===== config.mk =====
export PLATFORM = sky130hd
export DESIGN_NAME = sbox_remask_engine
export DESIGN_NICKNAME = d
export VERILOG_FILES = /design/src/rtl/sbox_remask_pkg.sv /design/src/rtl/remask_qbox.sv /design/src/rtl/remask_dpram.sv /design/src/rtl/remask_ctrl.sv /design/src/rtl/sbox_remask_engine.sv
export SDC_FILE = /design/constraint.sdc
export NUM_CORES = 2
export LEC_CHECK = 0
export BUFFER_PORTS_ARGS = -buffer_cell sky130_fd_sc_hd__buf_2
export CAP_MARGIN = 20
export CORE_ASPECT_RATIO = 1.5
export CORE_UTILIZATION = 65
export CTS_CLUSTER_DIAMETER = 60
export DETAILED_ROUTE_END_ITERATION = 12
export GPL_TIMING_DRIVEN = 0
export PLACE_DENSITY = 0.81
export SLEW_MARGIN = 20
export SYNTH_ARGS = -nofsm -noshare
export SYNTH_HDL_FRONTEND = slang
export SYNTH_SLANG_ARGS = --single-unit
export TNS_END_PERCENT = 30

===== constraint.sdc =====
create_clock -name clk -period 71.9 [get_ports clk]
set_input_delay 7.19 -clock clk [delete_from_list [all_inputs] [get_ports clk]]
set_output_delay 7.19 -clock clk [all_outputs]
set_load 0.005 [all_outputs]

===== src/rtl/sbox_remask_pkg.sv =====
package sbox_remask_pkg;

  localparam int SB_W = 8;

  typedef logic [SB_W-1:0] byte_t;

  typedef enum logic [2:0] {
    ST_IDLE,
    ST_DRAW,
    ST_WRITE,
    ST_WAIT,
    ST_SWAP
  } scr_state_e;

  // GF(2^8) product, reduction polynomial x^8+x^4+x^3+x+1
  function automatic byte_t gf_mul(byte_t a, byte_t b);
    byte_t acc;
    byte_t sh;
    acc = '0;
    sh  = a;
    for (int i = 0; i < SB_W; i++) begin
      if (b[i]) acc = acc ^ sh;
      sh = sh[SB_W-1] ? ({sh[SB_W-2:0], 1'b0} ^ 8'h1B) : {sh[SB_W-2:0], 1'b0};
    end
    return acc;
  endfunction

  // a^254 is the inverse for a != 0 and yields 0 for a == 0
  function automatic byte_t gf_inv(byte_t a);
    byte_t p;
    byte_t r;
    p = a;
    r = 8'h01;
    for (int i = 1; i < SB_W; i++) begin
      p = gf_mul(p, p);
      r = gf_mul(r, p);
    end
    return r;
  endfunction

  function automatic byte_t sbox_fwd(byte_t x);
    byte_t v;
    v = gf_inv(x);
    return v ^ {v[6:0], v[7]} ^ {v[5:0], v[7:6]} ^ {v[4:0], v[7:5]}
             ^ {v[3:0], v[7:4]} ^ 8'h63;
  endfunction

endpackage


===== src/rtl/remask_qbox.sv =====
module remask_qbox
  import sbox_remask_pkg::*;
#(
  parameter logic [SB_W*SB_W-1:0] L_MATRIX = 64'h8040_2010_0804_0201
) (
  input  byte_t idx_i,
  input  byte_t mask_i,
  output byte_t q_o
);

  byte_t lin_m;

  // one parity row per output bit of the linear map
  for (genvar r = 0; r < SB_W; r++) begin : g_row
    assign lin_m[r] = ^(L_MATRIX[r*SB_W +: SB_W] & mask_i);
  end

  assign q_o = sbox_fwd(idx_i ^ lin_m) ^ mask_i;

endmodule


===== src/rtl/remask_dpram.sv =====
module remask_dpram #(
  parameter int AW = 9,
  parameter int DW = 8
) (
  input  logic          clk,
  input  logic          rd_en_i,
  input  logic [AW-1:0] rd_addr_i,
  output logic [DW-1:0] rd_data_o,
  input  logic          wr_en_i,
  input  logic [AW-1:0] wr_addr_i,
  input  logic [DW-1:0] wr_data_i
);

  localparam int DEPTH = 1 << AW;

  logic [DW-1:0] mem [DEPTH];

  always_ff @(posedge clk) begin
    if (wr_en_i) mem[wr_addr_i] <= wr_data_i;
  end

  always_ff @(posedge clk) begin
    if (rd_en_i) rd_data_o <= mem[rd_addr_i];
  end

endmodule


===== src/rtl/remask_ctrl.sv =====
module remask_ctrl
  import sbox_remask_pkg::*;
#(
  parameter int IDX_W = 8
) (
  input  logic             clk,
  input  logic             rst_n,
  input  logic             op_done_i,
  input  logic             rnd_valid_i,
  input  byte_t            rnd_data_i,
  output logic             rnd_ready_o,
  output logic             wr_en_o,
  output logic [IDX_W-1:0] wr_idx_o,
  output byte_t            new_mask_o,
  output logic             act_ctx_o,
  output byte_t            act_mask_o,
  output logic             swap_o,
  output logic             table_ok_o
);

  localparam logic [IDX_W-1:0] LAST_IDX = '1;

  scr_state_e       state_q;
  logic [IDX_W-1:0] idx_q;
  byte_t            new_mask_q;
  byte_t            act_mask_q;
  logic             act_ctx_q;
  logic             done_seen_q;
  logic             table_ok_q;

  always_ff @(posedge clk or negedge rst_n) begin
    if (!rst_n) begin
      state_q     <= ST_IDLE;
      idx_q       <= '0;
      new_mask_q  <= '0;
      act_mask_q  <= '0;
      act_ctx_q   <= 1'b0;
      done_seen_q <= 1'b1;  // the first swap waits for no operation
      table_ok_q  <= 1'b0;
    end else begin
      if (state_q == ST_SWAP) done_seen_q <= 1'b0;
      else if (op_done_i)     done_seen_q <= 1'b1;

      case (state_q)
        ST_IDLE: state_q <= ST_DRAW;
        ST_DRAW: begin
          if (rnd_valid_i) begin
            new_mask_q <= rnd_data_i;
            idx_q      <= '0;
            state_q    <= ST_WRITE;
          end
        end
        ST_WRITE: begin
          idx_q <= idx_q + 1'b1;
          if (idx_q == LAST_IDX) state_q <= ST_WAIT;
        end
        ST_WAIT: begin
          if (done_seen_q) state_q <= ST_SWAP;
        end
        ST_SWAP: begin
          act_ctx_q  <= ~act_ctx_q;
          act_mask_q <= new_mask_q;
          table_ok_q <= 1'b1;
          state_q    <= ST_DRAW;
        end
        default: state_q <= ST_IDLE;
      endcase
    end
  end

  assign rnd_ready_o = (state_q == ST_DRAW);
  assign wr_en_o     = (state_q == ST_WRITE);
  assign wr_idx_o    = idx_q;
  assign new_mask_o  = new_mask_q;
  assign act_ctx_o   = act_ctx_q;
  assign act_mask_o  = act_mask_q;
  assign swap_o      = (state_q == ST_SWAP);
  assign table_ok_o  = table_ok_q;

  // a taken mask starts a pass at index 0 under that byte
  a_r4_pass_starts: assert property (@(posedge clk) disable iff (!rst_n)
    (rnd_ready_o && rnd_valid_i) |=> (wr_en_o && idx_q == '0 && new_mask_q == $past(rnd_data_i)));

  // one address per cycle, ascending, without gaps
  a_r4_walk: assert property (@(posedge clk) disable iff (!rst_n)
    (wr_en_o && idx_q != LAST_IDX) |=> (wr_en_o && idx_q == $past(idx_q) + 1'b1));

  // the swap cycle follows a wait with a recorded completion
  a_r5_swap_gated: assert property (@(posedge clk) disable iff (!rst_n)
    swap_o |-> ($past(state_q) == ST_WAIT && $past(done_seen_q)));

  // active copy and mask move only out of a swap cycle
  a_r5_hold: assert property (@(posedge clk) disable iff (!rst_n)
    !swap_o |=> ($stable(act_ctx_q) && $stable(act_mask_q)));

  // a new mask is requested right after each swap
  a_r8_redraw: assert property (@(posedge clk) disable iff (!rst_n)
    swap_o |=> rnd_ready_o);

endmodule


===== src/rtl/sbox_remask_engine.sv =====
module sbox_remask_engine
  import sbox_remask_pkg::*;
#(
  parameter logic [SB_W*SB_W-1:0] L_MATRIX = 64'h8040_2010_0804_0201
) (
  input  logic            clk,
  input  logic            rst_n,
  input  logic            lk_valid,
  output logic            lk_ready,
  input  logic [SB_W-1:0] lk_addr,
  output logic            res_valid,
  output logic [SB_W-1:0] res_data,
  input  logic            op_done,
  input  logic            rnd_valid,
  output logic            rnd_ready,
  input  logic [SB_W-1:0] rnd_data,
  output logic [SB_W-1:0] act_mask,
  output logic            act_ctx,
  output logic            ctx_swap,
  output logic            table_ok
);

  localparam int MEM_AW = SB_W + 1;

  logic              wr_en;
  logic [SB_W-1:0]   wr_idx;
  byte_t             new_mask;
  byte_t             wr_data;
  logic [MEM_AW-1:0] wr_addr;
  logic [MEM_AW-1:0] rd_addr;

  remask_ctrl #(.IDX_W(SB_W)) u_ctrl (
    .clk         (clk),
    .rst_n       (rst_n),
    .op_done_i   (op_done),
    .rnd_valid_i (rnd_valid),
    .rnd_data_i  (rnd_data),
    .rnd_ready_o (rnd_ready),
    .wr_en_o     (wr_en),
    .wr_idx_o    (wr_idx),
    .new_mask_o  (new_mask),
    .act_ctx_o   (act_ctx),
    .act_mask_o  (act_mask),
    .swap_o      (ctx_swap),
    .table_ok_o  (table_ok)
  );

  remask_qbox #(.L_MATRIX(L_MATRIX)) u_qbox (
    .idx_i  (wr_idx),
    .mask_i (new_mask),
    .q_o    (wr_data)
  );

  assign wr_addr = {~act_ctx, wr_idx};
  assign rd_addr = {act_ctx, lk_addr};

  remask_dpram #(.AW(MEM_AW), .DW(SB_W)) u_ram (
    .clk       (clk),
    .rd_en_i   (lk_valid),
    .rd_addr_i (rd_addr),
    .rd_data_o (res_data),
    .wr_en_i   (wr_en),
    .wr_addr_i (wr_addr),
    .wr_data_i (wr_data)
  );

  assign lk_ready = 1'b1;

  always_ff @(posedge clk or negedge rst_n) begin
    if (!rst_n) res_valid <= 1'b0;
    else        res_valid <= lk_valid;
  end

  // the write port stays inside the idle copy
  a_r7_write_inactive: assert property (@(posedge clk) disable iff (!rst_n)
    wr_en |-> (wr_addr[MEM_AW-1] != act_ctx));

  // each lookup answers on the next cycle
  a_r2_one_cycle: assert property (@(posedge clk) disable iff (!rst_n)
    lk_valid |=> res_valid);

  // no result without a lookup
  a_r2_no_spurious: assert property (@(posedge clk) disable iff (!rst_n)
    !lk_valid |=> !res_valid);

  // once complete, the active table stays complete
  a_r8_ok_sticky: assert property (@(posedge clk) disable iff (!rst_n)
    table_ok |=> table_ok);

endmodule


==> results.yml <==
status:
  status: "complete, no violations"
worst_setup_path:
  worstPathArrival_ns: 23.35
  slowest_delay_ns: 1.00
  cp-end-kind: "flop"
  crit_type: "reg -> reg"
  r2r_slack_ns: 49.22
  crit_slowest_cell: "xnor3_4"
  r2r_end: "u_ram.mem[121][4]"
  cp.required_ns: 72.58
  r2r_start: "u_ctrl.new_mask_o[7]"
  cp-start-kind: "flop"
  crit_fanout: 73
  crit_path_frequent_cell: "xnor2_1"
  reg2reg_depth: 65
yosys:
  netlist_top_cells_count: "4,104 x edfxtp_1, 1,361 x mux4_2, 791 x nor2_1"
  synth_area_leaders: "edfxtp_1 71%, mux4_2 18%, xnor2_1 2.0%"
  synth_top_area_cell: "edfxtp_1"
  yosys_warnings: 0
  ys.flop_type: "edfxtp_1"
  ys_seq_area_frac: 0.713
  synth-edff-count: 4104
  postSynthAreaPerCell_sq_um: 20.5
  synth_seq_cells: 4135
  synth_area_sq_um: 174000
  yosysMostFrequentCell: "edfxtp_1"
  yosysUniqueCellTypes: 104
  async_flop_share: 0.00750
  synth.net_count: 8530
  syn_inst: 8498
  synth_top_area_share: 0.708
sta:
  clock.fmax_ghz: 0.0441
  period_needed_ns: 22.68
  rsz0062_at_grt: "no"
  worst_pin_slew_ns: 1.37
  finalHoldViolCount: 0
  fin_tns_setup_ns: 0
  setup-violations-final: 0
  finalClockSkew_ns: 0.0594
  finalCritPeriodShare: 0.315
  max_slew_margin: 0.0883
  slew_viol_final: 0
cts:
  cts_resized: 0
  clock_latency_ns: 0.96
  clock_path_buffers: 4
  clk_pin_slew_ns: 0.07
  htreeDepth: 5
  clk_root_buffer_cell: "clkbuf_16"
  cts_hold_buf: 0
  postCtsSetupRepairBufs: 0
  cts_tree: "done"
  clock_sinks: 4135
  cts_buffers: 359
floorplan:
  dieWidth_microns: 424
  io_pins: 43
  start_util: 0.654
  core.rowCount: 232
  die_y_microns: 636
  dieArea_sq_um: 270000
  core_sq_um: 266000
grt:
  grt_pass1_vias: 98700
  gr-total-overflow: 0
  grt_max_degree: 87
  antenna_found_initial: 91
  grt_pass1_wl_microns: 812000
  grt_usage: 0.444
hold_path:
  hold_class: "reg -> reg"
  holdPathStages: 1
  holdPathEnd: "u_ctrl.table_ok_o"
  hold_start: "u_ctrl.table_ok_o"
routing:
  ant_nets: 0
  wl_per_cell_microns: 45.8
  wirelength_microns: 590000
  drc: 0
  drt_iter0_markers: 18300
  vias_per_cell: 7.84
  firstDrtPassIters: 7
  dr_total_vias: 101000
cells_and_area:
  nets: 9052
  area_growth_pct: 11.2
  post_route_cells_drive_above_1_share: 0.262
  fill_cells: 13400
placed_design:
  port_buffers: 33
  dp_hpwl_microns: 359000
  gp_congestion: 1.00
flow_run:
  maxCapViolations: 0
worst max path at each step:
stage | start | to | slack, ns | cells after the start
2_1_floorplan | u_ctrl.new_mask_o[7] | u_ram.mem[0][7] | 48.97 | 59
3_3_place_gp | u_ctrl.new_mask_o[7] | u_ram.mem[96][3] | 36.82 | 61
3_5_place_dp | u_ctrl.new_mask_o[7] | u_ram.mem[108][4] | 49.87 | 65
4_1_cts | u_ctrl.new_mask_o[7] | u_ram.mem[121][4] | 49.64 | 65
5_1_grt | u_ctrl.new_mask_o[7] | u_ram.mem[121][4] | 48.30 | 65
6_report | u_ctrl.new_mask_o[7] | u_ram.mem[121][4] | 49.22 | 65
placed cells by master, fill, tap and decap left out, types with 14 or more instances in the layout:
cell,instances
o22ai_1,33
xnor2_1,391
clkinv_2,57
and2_1,14
a211oi_1,23
buf_6,26
buf_16,47
buf_4,23
o211ai_1,16
nand2b_1,22
buf_2,78
xor2_2,16
buf_1,64
clkbuf_1,305
nand2_1,237
xnor3_1,59
xor2_1,102
inv_1,21
nor2_1,789
mux2_2,34
diode_2,83
mux2i_1,66
dfrtp_1,30
xnor2_2,37
buf_12,72
edfxtp_1,4104
nand3_1,50
clkbuf_16,367
nor3_1,64
clkbuf_2,134
clkinvlp_4,17
mux4_2,1361
clkinv_1,55
a31oi_1,21
o21ai_0,71
bufinv_16,40
a21oi_1,111
sequential cells by signal, summed over array words and instances, names as in the netlist:
name and count:
res_valid 1, u_ctrl.act_ctx_o 1, u_ctrl.act_mask_o 8, u_ctrl.done_seen_q 1, u_ctrl.new_mask_o 8, u_ctrl.state_q 3, u_ctrl.table_ok_o 1, u_ctrl.wr_idx_o 8
u_ram.mem 4096, u_ram.rd_data_o 8
cell type report:
cell class | count | area (sq um) | share of cell area
Antenna cell | 83 | 208 | 0.00107
Buffer | 525 | 2450 | 0.0127
Clock buffer | 441 | 9490 | 0.0490
Clock inverter | 191 | 2120 | 0.0110
Inverter | 27 | 101 | 0.000524
Multi-Input combinational cell | 3811 | 47700 | 0.246
Sequential cell | 4135 | 124000 | 0.641
Tap cell | 3510 | 4390 | 0.0227
Timing Repair Buffer | 161 | 3010 | 0.0156
routing by layer:
layer,global-route usage,part of all wire,up-vias
met5,0.00215,0.00073,-
met4,0.400,0.12,50
met3,0.142,0.14,2952
met2,0.685,0.47,11600
met1,0.494,0.28,50500
li1,-,-,35900
cells by family (layout without fill, tap and decap cells):
group           count (synthesis)  after routing  share of synthesized area
compound gates                396            396                     0.0147
buf+inv                       552           1345                     0.0135
mux                          1466           1466                      0.183
fa+ha+maj                      11             11                   0.000791
flops                        4135           4135                      0.713
other cells                     1             84                  0.0000216
simple gates                 1280           1280                     0.0306
xor+xnor                      657            657                     0.0448
through the flow:
step                cells   util  cell area, sq um  hold WS (ns)  worst slack [ns]
global route        12800  0.726            193000         0.482             48.30
detailed placement  12200  0.682            182000         0.449             49.87
CTS                 12800  0.726            193000         0.470             49.64
finish              12900  0.727            193000         0.474             49.22
global placement    12000  0.671            179000         0.446             36.82
floorplan            8498      -            174000         0.465             48.97
worst max-delay path, delay by kind of cell (launching register included):
kind / cells / cell delay, ns
AOI/OAI and AO/OA: 9 / 2.58
xor gates and xnor gates: 21 / 8.99
buffers and inverters: 20 / 5.60
adders and majority gates: 5 / 1.57
muxes: 4 / 1.43
and+or+nand+nor: 6 / 1.44
DFF: 1 / 0.48
Power is not shown: default switching activity piles up to over one toggle a cycle in this logic, so the estimate is an artifact.
